`config.mk`:
```
export PLATFORM = sky130hd
export DESIGN_NAME = irq_ack_unit
export DESIGN_NICKNAME = d
export VERILOG_FILES = /design/src/rtl/ici_pkg.sv /design/src/rtl/ici_state.sv /design/src/rtl/ici_select.sv /design/src/rtl/ici_runpri.sv /design/src/rtl/irq_ack_unit.sv
export SDC_FILE = /design/constraint.sdc
export NUM_CORES = 2
export LEC_CHECK = 0
export ABC_AREA = 1
export CORE_ASPECT_RATIO = 1.25
export CORE_MARGIN = 3
export CORE_UTILIZATION = 31
export DETAILED_ROUTE_END_ITERATION = 10
export HOLD_SLACK_MARGIN = 0.03
export PLACE_DENSITY = 0.52
export SETUP_SLACK_MARGIN = 0.05
export SLEW_MARGIN = 15
export SYNTH_ARGS = -nofsm -noshare
export SYNTH_HDL_FRONTEND = slang
export SYNTH_SLANG_ARGS = --single-unit
export TNS_END_PERCENT = 50
```
`constraint.sdc`:
```
create_clock -name clk -period 161 [get_ports clk]
set_input_delay 40.25 -clock clk [delete_from_list [all_inputs] [get_ports clk]]
set_output_delay 40.25 -clock clk [all_outputs]
set_load 0.005 [all_outputs]
```
`src/rtl/ici_pkg.sv`:
```
package ici_pkg;

    localparam int ID_W   = 10;
    localparam int SRC_W  = 3;
    localparam int PRIO_W = 8;
    localparam logic [ID_W-1:0] SPURIOUS_ID = 10'd1023;

    typedef enum logic [2:0] {
        SEL_CTRL  = 3'd0,
        SEL_PMR   = 3'd1,
        SEL_BPR   = 3'd2,
        SEL_ACK   = 3'd3,
        SEL_EOI   = 3'd4,
        SEL_RPR   = 3'd5,
        SEL_APR   = 3'd6,
        SEL_DEACT = 3'd7
    } reg_sel_e;

    typedef struct packed {
        logic [SRC_W-1:0] src;
        logic [ID_W-1:0]  id;
    } ack_word_t;

    typedef struct packed {
        logic      hit;
        ack_word_t word;
    } cand_t;

    function automatic logic [2:0] bpr_clamp(input logic [2:0] wr, input logic [2:0] floor_v);
        return (wr < floor_v) ? floor_v : wr;
    endfunction

endpackage

```
`src/rtl/ici_state.sv`:
```
module ici_state
    import ici_pkg::*;
#(
    parameter int NCPU = 8,
    parameter int NSGI = 16,
    parameter int NPPI = 16
) (
    input  logic                   clk,
    input  logic                   rst,
    input  logic                   sgi_set,
    input  logic [ID_W-1:0]        sgi_set_id,
    input  logic [SRC_W-1:0]       sgi_set_src,
    input  logic [NPPI-1:0]        ppi_set,
    input  logic                   take,
    input  ack_word_t              take_w,
    input  logic                   eoi,
    input  ack_word_t              eoi_w,
    output logic [NSGI*NCPU-1:0]   sgi_pend,
    output logic [NSGI*NCPU-1:0]   sgi_act,
    output logic [NPPI-1:0]        ppi_pend,
    output logic [NPPI-1:0]        ppi_act,
    output logic                   eoi_bad
);
    localparam int SGI_BITS = NSGI * NCPU;
    localparam int SIDX_W   = $clog2(SGI_BITS);
    localparam int PIDX_W   = $clog2(NPPI);

    logic [SGI_BITS-1:0] sp_d, sa_d;
    logic [NPPI-1:0]     pp_d, pa_d;
    logic take_sgi, take_ppi, eoi_sgi, eoi_ppi, set_ok, eoi_bad_d;
    logic [SIDX_W-1:0] take_si, eoi_si, set_si;
    logic [PIDX_W-1:0] take_pi, eoi_pi;

    always_comb begin
        take_sgi = take && (int'(take_w.id) < NSGI) && (int'(take_w.src) < NCPU);
        take_ppi = take && (int'(take_w.id) >= NSGI) && (int'(take_w.id) < NSGI + NPPI);
        eoi_sgi  = eoi && (int'(eoi_w.id) < NSGI) && (int'(eoi_w.src) < NCPU);
        eoi_ppi  = eoi && (int'(eoi_w.id) >= NSGI) && (int'(eoi_w.id) < NSGI + NPPI);
        set_ok   = sgi_set && (int'(sgi_set_id) < NSGI) && (int'(sgi_set_src) < NCPU);
        take_si  = SIDX_W'(int'(take_w.id) * NCPU + int'(take_w.src));
        eoi_si   = SIDX_W'(int'(eoi_w.id) * NCPU + int'(eoi_w.src));
        set_si   = SIDX_W'(int'(sgi_set_id) * NCPU + int'(sgi_set_src));
        take_pi  = PIDX_W'(int'(take_w.id) - NSGI);
        eoi_pi   = PIDX_W'(int'(eoi_w.id) - NSGI);

        sp_d = sgi_pend;
        sa_d = sgi_act;
        pp_d = ppi_pend;
        pa_d = ppi_act;
        if (take_sgi) begin
            sp_d[take_si] = 1'b0;
            sa_d[take_si] = 1'b1;
        end
        if (take_ppi) begin
            pp_d[take_pi] = 1'b0;
            pa_d[take_pi] = 1'b1;
        end
        if (eoi_sgi) sa_d[eoi_si] = 1'b0;
        if (eoi_ppi) pa_d[eoi_pi] = 1'b0;
        // a new raise lands after the acknowledge clear, so it is never lost
        if (set_ok) sp_d[set_si] = 1'b1;
        pp_d = pp_d | ppi_set;

        eoi_bad_d = eoi && (int'(eoi_w.id) < NSGI) && !(eoi_sgi && sgi_act[eoi_si]);
    end

    always_ff @(posedge clk) begin
        if (rst) begin
            sgi_pend <= '0;
            sgi_act  <= '0;
            ppi_pend <= '0;
            ppi_act  <= '0;
            eoi_bad  <= 1'b0;
        end else begin
            sgi_pend <= sp_d;
            sgi_act  <= sa_d;
            ppi_pend <= pp_d;
            ppi_act  <= pa_d;
            eoi_bad  <= eoi_bad_d;
        end
    end

endmodule

```
`src/rtl/ici_select.sv`:
```
module ici_select
    import ici_pkg::*;
#(
    parameter int NCPU   = 8,
    parameter int NSGI   = 16,
    parameter int NPPI   = 16,
    parameter int PRIO_W = ici_pkg::PRIO_W
) (
    input  logic [NSGI*NCPU-1:0]           sgi_pend,
    input  logic [NPPI-1:0]                ppi_pend,
    input  logic [NSGI+NPPI-1:0]           int_en,
    input  logic [(NSGI+NPPI)*PRIO_W-1:0]  int_prio,
    input  logic [PRIO_W-1:0]              pmr,
    input  logic                           cpu_on,
    output cand_t                          best
);
    localparam int NINT = NSGI + NPPI;

    logic [NINT-1:0]       pend_any;
    logic [NINT*SRC_W-1:0] src_flat;

    for (genvar g = 0; g < NSGI; g++) begin : g_sgi_row
        logic [NCPU-1:0]  row;
        logic [SRC_W-1:0] lsrc;
        assign row = sgi_pend[g*NCPU +: NCPU];
        always_comb begin
            lsrc = '0;
            for (int s = NCPU - 1; s >= 0; s--) begin
                if (row[s]) lsrc = SRC_W'(s);
            end
        end
        assign pend_any[g] = |row;
        assign src_flat[g*SRC_W +: SRC_W] = lsrc;
    end

    for (genvar g = 0; g < NPPI; g++) begin : g_ppi_line
        assign pend_any[NSGI+g] = ppi_pend[g];
        assign src_flat[(NSGI+g)*SRC_W +: SRC_W] = '0;
    end

    logic [PRIO_W-1:0] best_p;
    logic [PRIO_W-1:0] p;

    always_comb begin
        best         = '0;
        best.word.id = SPURIOUS_ID;
        best_p       = '1;
        p            = '0;
        for (int i = 0; i < NINT; i++) begin
            p = int_prio[i*PRIO_W +: PRIO_W];
            if (cpu_on && pend_any[i] && int_en[i] && (p < pmr) && (!best.hit || p < best_p)) begin
                best.hit      = 1'b1;
                best_p        = p;
                best.word.id  = ID_W'(i);
                best.word.src = src_flat[i*SRC_W +: SRC_W];
            end
        end
    end

endmodule

```
`src/rtl/ici_runpri.sv`:
```
module ici_runpri
    import ici_pkg::*;
#(
    parameter int NCPU   = 8,
    parameter int NSGI   = 16,
    parameter int NPPI   = 16,
    parameter int PRIO_W = ici_pkg::PRIO_W
) (
    input  logic                           clk,
    input  logic                           rst,
    input  logic [NSGI*NCPU-1:0]           sgi_act,
    input  logic [NPPI-1:0]                ppi_act,
    input  logic [(NSGI+NPPI)*PRIO_W-1:0]  int_prio,
    output logic [PRIO_W-1:0]              runpri_q
);
    localparam int NINT = NSGI + NPPI;

    logic [NINT-1:0] act_any;

    for (genvar g = 0; g < NSGI; g++) begin : g_sgi_act
        assign act_any[g] = |sgi_act[g*NCPU +: NCPU];
    end
    assign act_any[NINT-1:NSGI] = ppi_act;

    logic [PRIO_W-1:0] min_p;

    always_comb begin
        min_p = '1;
        for (int i = 0; i < NINT; i++) begin
            if (act_any[i] && int_prio[i*PRIO_W +: PRIO_W] < min_p)
                min_p = int_prio[i*PRIO_W +: PRIO_W];
        end
    end

    always_ff @(posedge clk) begin
        if (rst) runpri_q <= '1;
        else     runpri_q <= min_p;
    end

endmodule

```
`src/rtl/irq_ack_unit.sv`:
```
module irq_ack_unit
    import ici_pkg::*;
#(
    parameter int NCPU    = 8,
    parameter int NSGI    = 16,
    parameter int NPPI    = 16,
    parameter int PRIO_W  = ici_pkg::PRIO_W,
    parameter int BPR_MIN = 2
) (
    input  logic                            clk,
    input  logic                            rst,
    input  logic                            reg_req,
    input  logic                            reg_we,
    input  logic [2:0]                      reg_addr,
    input  logic [31:0]                     reg_wdata,
    output logic                            reg_rvalid,
    output logic [31:0]                     reg_rdata,
    input  logic                            sgi_set,
    input  logic [$clog2(NSGI)-1:0]         sgi_set_id,
    input  logic [2:0]                      sgi_set_src,
    input  logic [NPPI-1:0]                 ppi_set,
    input  logic [NSGI+NPPI-1:0]            int_en,
    input  logic [(NSGI+NPPI)*PRIO_W-1:0]   int_prio,
    output logic                            irq_o,
    output logic                            eoi_err_o
);
    localparam int NINT  = NSGI + NPPI;
    localparam int WORD_W = ID_W + SRC_W;

    reg_sel_e          sel;
    logic              wr, rd, ack_rd, take, eoi_wr;
    ack_word_t         eoi_w;
    cand_t             best;
    logic              ctrl_en;
    logic [PRIO_W-1:0] pmr_q;
    logic [2:0]        bpr_q;
    logic [PRIO_W-1:0] runpri_q;
    logic [31:0]       rd_mux;

    logic [NSGI*NCPU-1:0] sgi_pend, sgi_act;
    logic [NPPI-1:0]      ppi_pend, ppi_act;

    assign sel    = reg_sel_e'(reg_addr);
    assign wr     = reg_req && reg_we;
    assign rd     = reg_req && !reg_we;
    assign ack_rd = rd && (sel == SEL_ACK);
    assign take   = ack_rd && best.hit;
    assign eoi_wr = wr && (sel == SEL_EOI);
    assign eoi_w  = ack_word_t'(reg_wdata[WORD_W-1:0]);

    ici_state #(.NCPU(NCPU), .NSGI(NSGI), .NPPI(NPPI)) u_state (
        .clk         (clk),
        .rst         (rst),
        .sgi_set     (sgi_set),
        .sgi_set_id  (ID_W'(sgi_set_id)),
        .sgi_set_src (sgi_set_src),
        .ppi_set     (ppi_set),
        .take        (take),
        .take_w      (best.word),
        .eoi         (eoi_wr),
        .eoi_w       (eoi_w),
        .sgi_pend    (sgi_pend),
        .sgi_act     (sgi_act),
        .ppi_pend    (ppi_pend),
        .ppi_act     (ppi_act),
        .eoi_bad     (eoi_err_o)
    );

    ici_select #(.NCPU(NCPU), .NSGI(NSGI), .NPPI(NPPI), .PRIO_W(PRIO_W)) u_select (
        .sgi_pend (sgi_pend),
        .ppi_pend (ppi_pend),
        .int_en   (int_en),
        .int_prio (int_prio),
        .pmr      (pmr_q),
        .cpu_on   (ctrl_en),
        .best     (best)
    );

    ici_runpri #(.NCPU(NCPU), .NSGI(NSGI), .NPPI(NPPI), .PRIO_W(PRIO_W)) u_runpri (
        .clk      (clk),
        .rst      (rst),
        .sgi_act  (sgi_act),
        .ppi_act  (ppi_act),
        .int_prio (int_prio),
        .runpri_q (runpri_q)
    );

    assign irq_o = best.hit;

    always_comb begin
        rd_mux = '0;
        case (sel)
            SEL_CTRL: rd_mux = {31'b0, ctrl_en};
            SEL_PMR:  rd_mux = {{(32-PRIO_W){1'b0}}, pmr_q};
            SEL_BPR:  rd_mux = {29'b0, bpr_q};
            SEL_ACK:  rd_mux = {{(32-WORD_W){1'b0}}, best.word};
            SEL_RPR:  rd_mux = {{(32-PRIO_W){1'b0}}, runpri_q};
            default:  rd_mux = '0;
        endcase
    end

    always_ff @(posedge clk) begin
        if (rst) begin
            ctrl_en    <= 1'b0;
            pmr_q      <= '1;
            bpr_q      <= 3'(BPR_MIN);
            reg_rvalid <= 1'b0;
            reg_rdata  <= '0;
        end else begin
            reg_rvalid <= rd;
            if (rd) reg_rdata <= rd_mux;
            if (wr) begin
                case (sel)
                    SEL_CTRL: ctrl_en <= reg_wdata[0];
                    SEL_PMR:  pmr_q   <= reg_wdata[PRIO_W-1:0];
                    SEL_BPR:  bpr_q   <= bpr_clamp(reg_wdata[2:0], 3'(BPR_MIN));
                    default:  ;
                endcase
            end
        end
    end

endmodule

```
==> results.txt <==
status: complete, no violations
Slew Viols, Final: 0
worst setup path class: input pin to primary output
Final Cycle Share: 0.664
register area share after synthesis: 0.161
CORE AREA: 128000 um^2
Final Util: 0.360
pin count of the biggest net entering global routing: 92
DRC Markers: 0
Setup crit start kind: input pin
Commonest cells post-synth: nand2_1 (1471), o21ai_0 (613), ha_1 (600)
critical-path maximum fanout: 23
actual slew at the worst max-slew pin: 1.30 ns
Syn-to-layout area delta: 14.7%
Placement Rows: 146
#FFs+latches synth: 322
unique cell type count in the Yosys netlist: 81
DR iter-0 viols: 2649
total gr overflow: 0
die extent in y: 408 um
CTS clk-pin slew, worst paths: 0.06 ns
H-tree levels: 2
Die W: 328 um
share of layout cells above drive strength 1: 0.134
vias in the first global route: 39300
CTS tree: yes
RSZ-0062 raised after global routing: no
DP HPWL: 128 mm
Tot GR Track Use: 0.229
post-route cell area: 46000 um^2
final wirelength: 159 mm
f_max: 0.00936 GHz
Via Count: 40800
cell taking the most area after synthesis: ha_1
Clock Tree Buf Depth: 3
Power Density: 4.75 nW/um^2
final setup fails: 0
clk sinks: 322
I/O pin cnt: 386
nets: 7143
initial antenna violation count: 12
Cell Area, Synth: 40100 um^2
Routed wire per std cell: 20.0 um
remaining antenna violation count: 0
synthesized area per cell: 6.79 um^2
Initial DRT Pass Iterations: 6
# Max-Cap Violations: 0
die area: 134000 um^2
cell with the most instances after synthesis: nand2_1
synth warn: 0
clk root buf: clkbuf_16
IO Port Bufs: 347
Worst EP required: 120.75 ns
Initial Utilization: 0.314
hold buffer count at CTS: 0
GP Congestion: 0.900
Post-synth EDFFs: 0
Area after DPL: 44700 um^2
CP endpoint kind: primary output
top_reg_cell synth: dfxtp_1
Worst path max stage delay: 0.54 ns
Tmin final: 106.88 ns
Worst Skew: 0.0328 ns
Synth top area share: 0.187
post-CTS setup buffer count: 0
Mapped Cells: 5910
synth top area cells: ha_1 (19%), dfxtp_1 (16%), nand2_1 (14%), o21ai_0 (7.6%), inv_1 (5.1%)
Hold WC Path Type: flop to flop
Final Hold Fails: 0
Async SR Flop Fraction: 0
maximum vdd drop: 0.00588 mV
Clock Latency Late Sink: 0.57 ns
cells resized by post-CTS repair: 0
CTS Buf Count: 40
master of the slowest instance on the critical path: clkdlybuf4s50_1
first-pass GRT wire length: 238 mm
Via-to-Cell Ratio: 5.15
CP arrival: 66.63 ns
relative slew slack: 0.130
Final TNS setup: 0 ns
most used cell, CP: nand2_2
Pleak: 21.4 nW
report_power, final:
group | internal, W | switching [W]
logic | 0.0000170 | 0.0000273
clock network | 0.0000560 | 0.0000376
registers | 0.0000802 | 0.000000531
per-layer routing:
layer / GRT usage / share of wire / wire length [um]
met4: 0.0794 / 0.037 / 5890
met5: 0 / 0.000088 / 14
met3: 0.0227 / 0.040 / 6380
met2: 0.419 / 0.50 / 80000
met1: 0.278 / 0.42 / 66600
kinds of logic after synthesis:
group | after synthesis | share of synthesized area
simple gates | 2744 | 0.332
compound gates | 1479 | 0.223
other cells | 1 | 0.0000935
buf+inv | 764 | 0.0964
flops | 322 | 0.161
fa+ha+maj | 600 | 0.187
final timing paths:
path / start / end / slack, ns / cells past startpoint
max: int_prio[7] / irq_o / 54.12 / 130
min: bpr_q[0]$_SDFFE_PP0P_ / bpr_q[0]$_SDFFE_PP0P_ / 0.46 / 2
min reg2reg: bpr_q[0]$_SDFFE_PP0P_ / bpr_q[0]$_SDFFE_PP0P_ / 0.46 / 2
max reg2reg: u_state.sgi_act[6]$_SDFF_PP0_ / u_runpri.runpri_q[4]$_SDFF_PP1_ / 106.84 / 216
cell usage in the layout (no fill, tap or decap), types with 10 or more instances in the layout:
cell	instances
or2_2	18
a31oi_1	29
o22ai_1	68
clkdlybuf4s50_1	346
nor3_1	31
nor4_2	13
nand2_4	124
a21oi_1	342
inv_1	534
a21oi_2	195
o41ai_1	16
nand2_2	249
nor4_1	30
o21ai_0	613
clkbuf_16	41
o21ai_1	10
dfxtp_1	321
buf_4	60
nand3_1	357
a21o_1	10
inv_2	37
conb_1	19
a2111oi_0	16
nor2_2	11
o211ai_1	39
ha_1	600
nand3b_1	28
nor2_8	14
nor2_1	302
nor2_4	10
o21bai_1	24
nand4_1	58
nand2_1	1471
a21boi_0	21
a211oi_1	51
sequential cells by signal, indices dropped and copies added, names as in the netlist:
name	count
u_runpri.runpri_q	8
bpr_q	3
pmr_q	8
u_state.sgi_act	128
u_state.sgi_pend	128
u_state.eoi_bad	1
reg_rvalid	1
ctrl_en	1
u_state.ppi_act	16
reg_rdata	12
u_state.ppi_pend	16
area by class of cell:
cell class                      instances  area, um^2
Multi-Input combinational cell       4842       30000
Clock buffer                           56        1140
Fill cell                           13900       81700
Tap cell                             1702        2130
Inverter                              579        2190
Clock inverter                         14         185
Timing Repair Buffer                  407        3930
Sequential cell                       322        6450
Antenna cell                            7        17.5
worst max-delay path, delay by kind of cell:
family	cells	cell delay, ns
buffers and inverters	7	1.33
adders and majority gates	13	4.11
AOI/OAI and AO/OA	34	8.12
and+or+nand+nor	76	12.75
through the flow:
stage / cells / total power [W] / setup slack [ns] / hold slack, ns
finish: 7929 / 0.000219 / 54.12 / 0.459
global route: 7928 / 0.000228 / 51.85 / 0.487
CTS: 7922 / 0.000220 / 53.93 / 0.466
detailed placement: 7852 / 0.000127 / 54.04 / 0.456
global placement: 7852 / 0.000126 / 54.22 / 0.452
floorplan: 5928 / 0.000105 / 58.68 / 0.425
No activity file was read; power rests on OpenSTA's default activity.
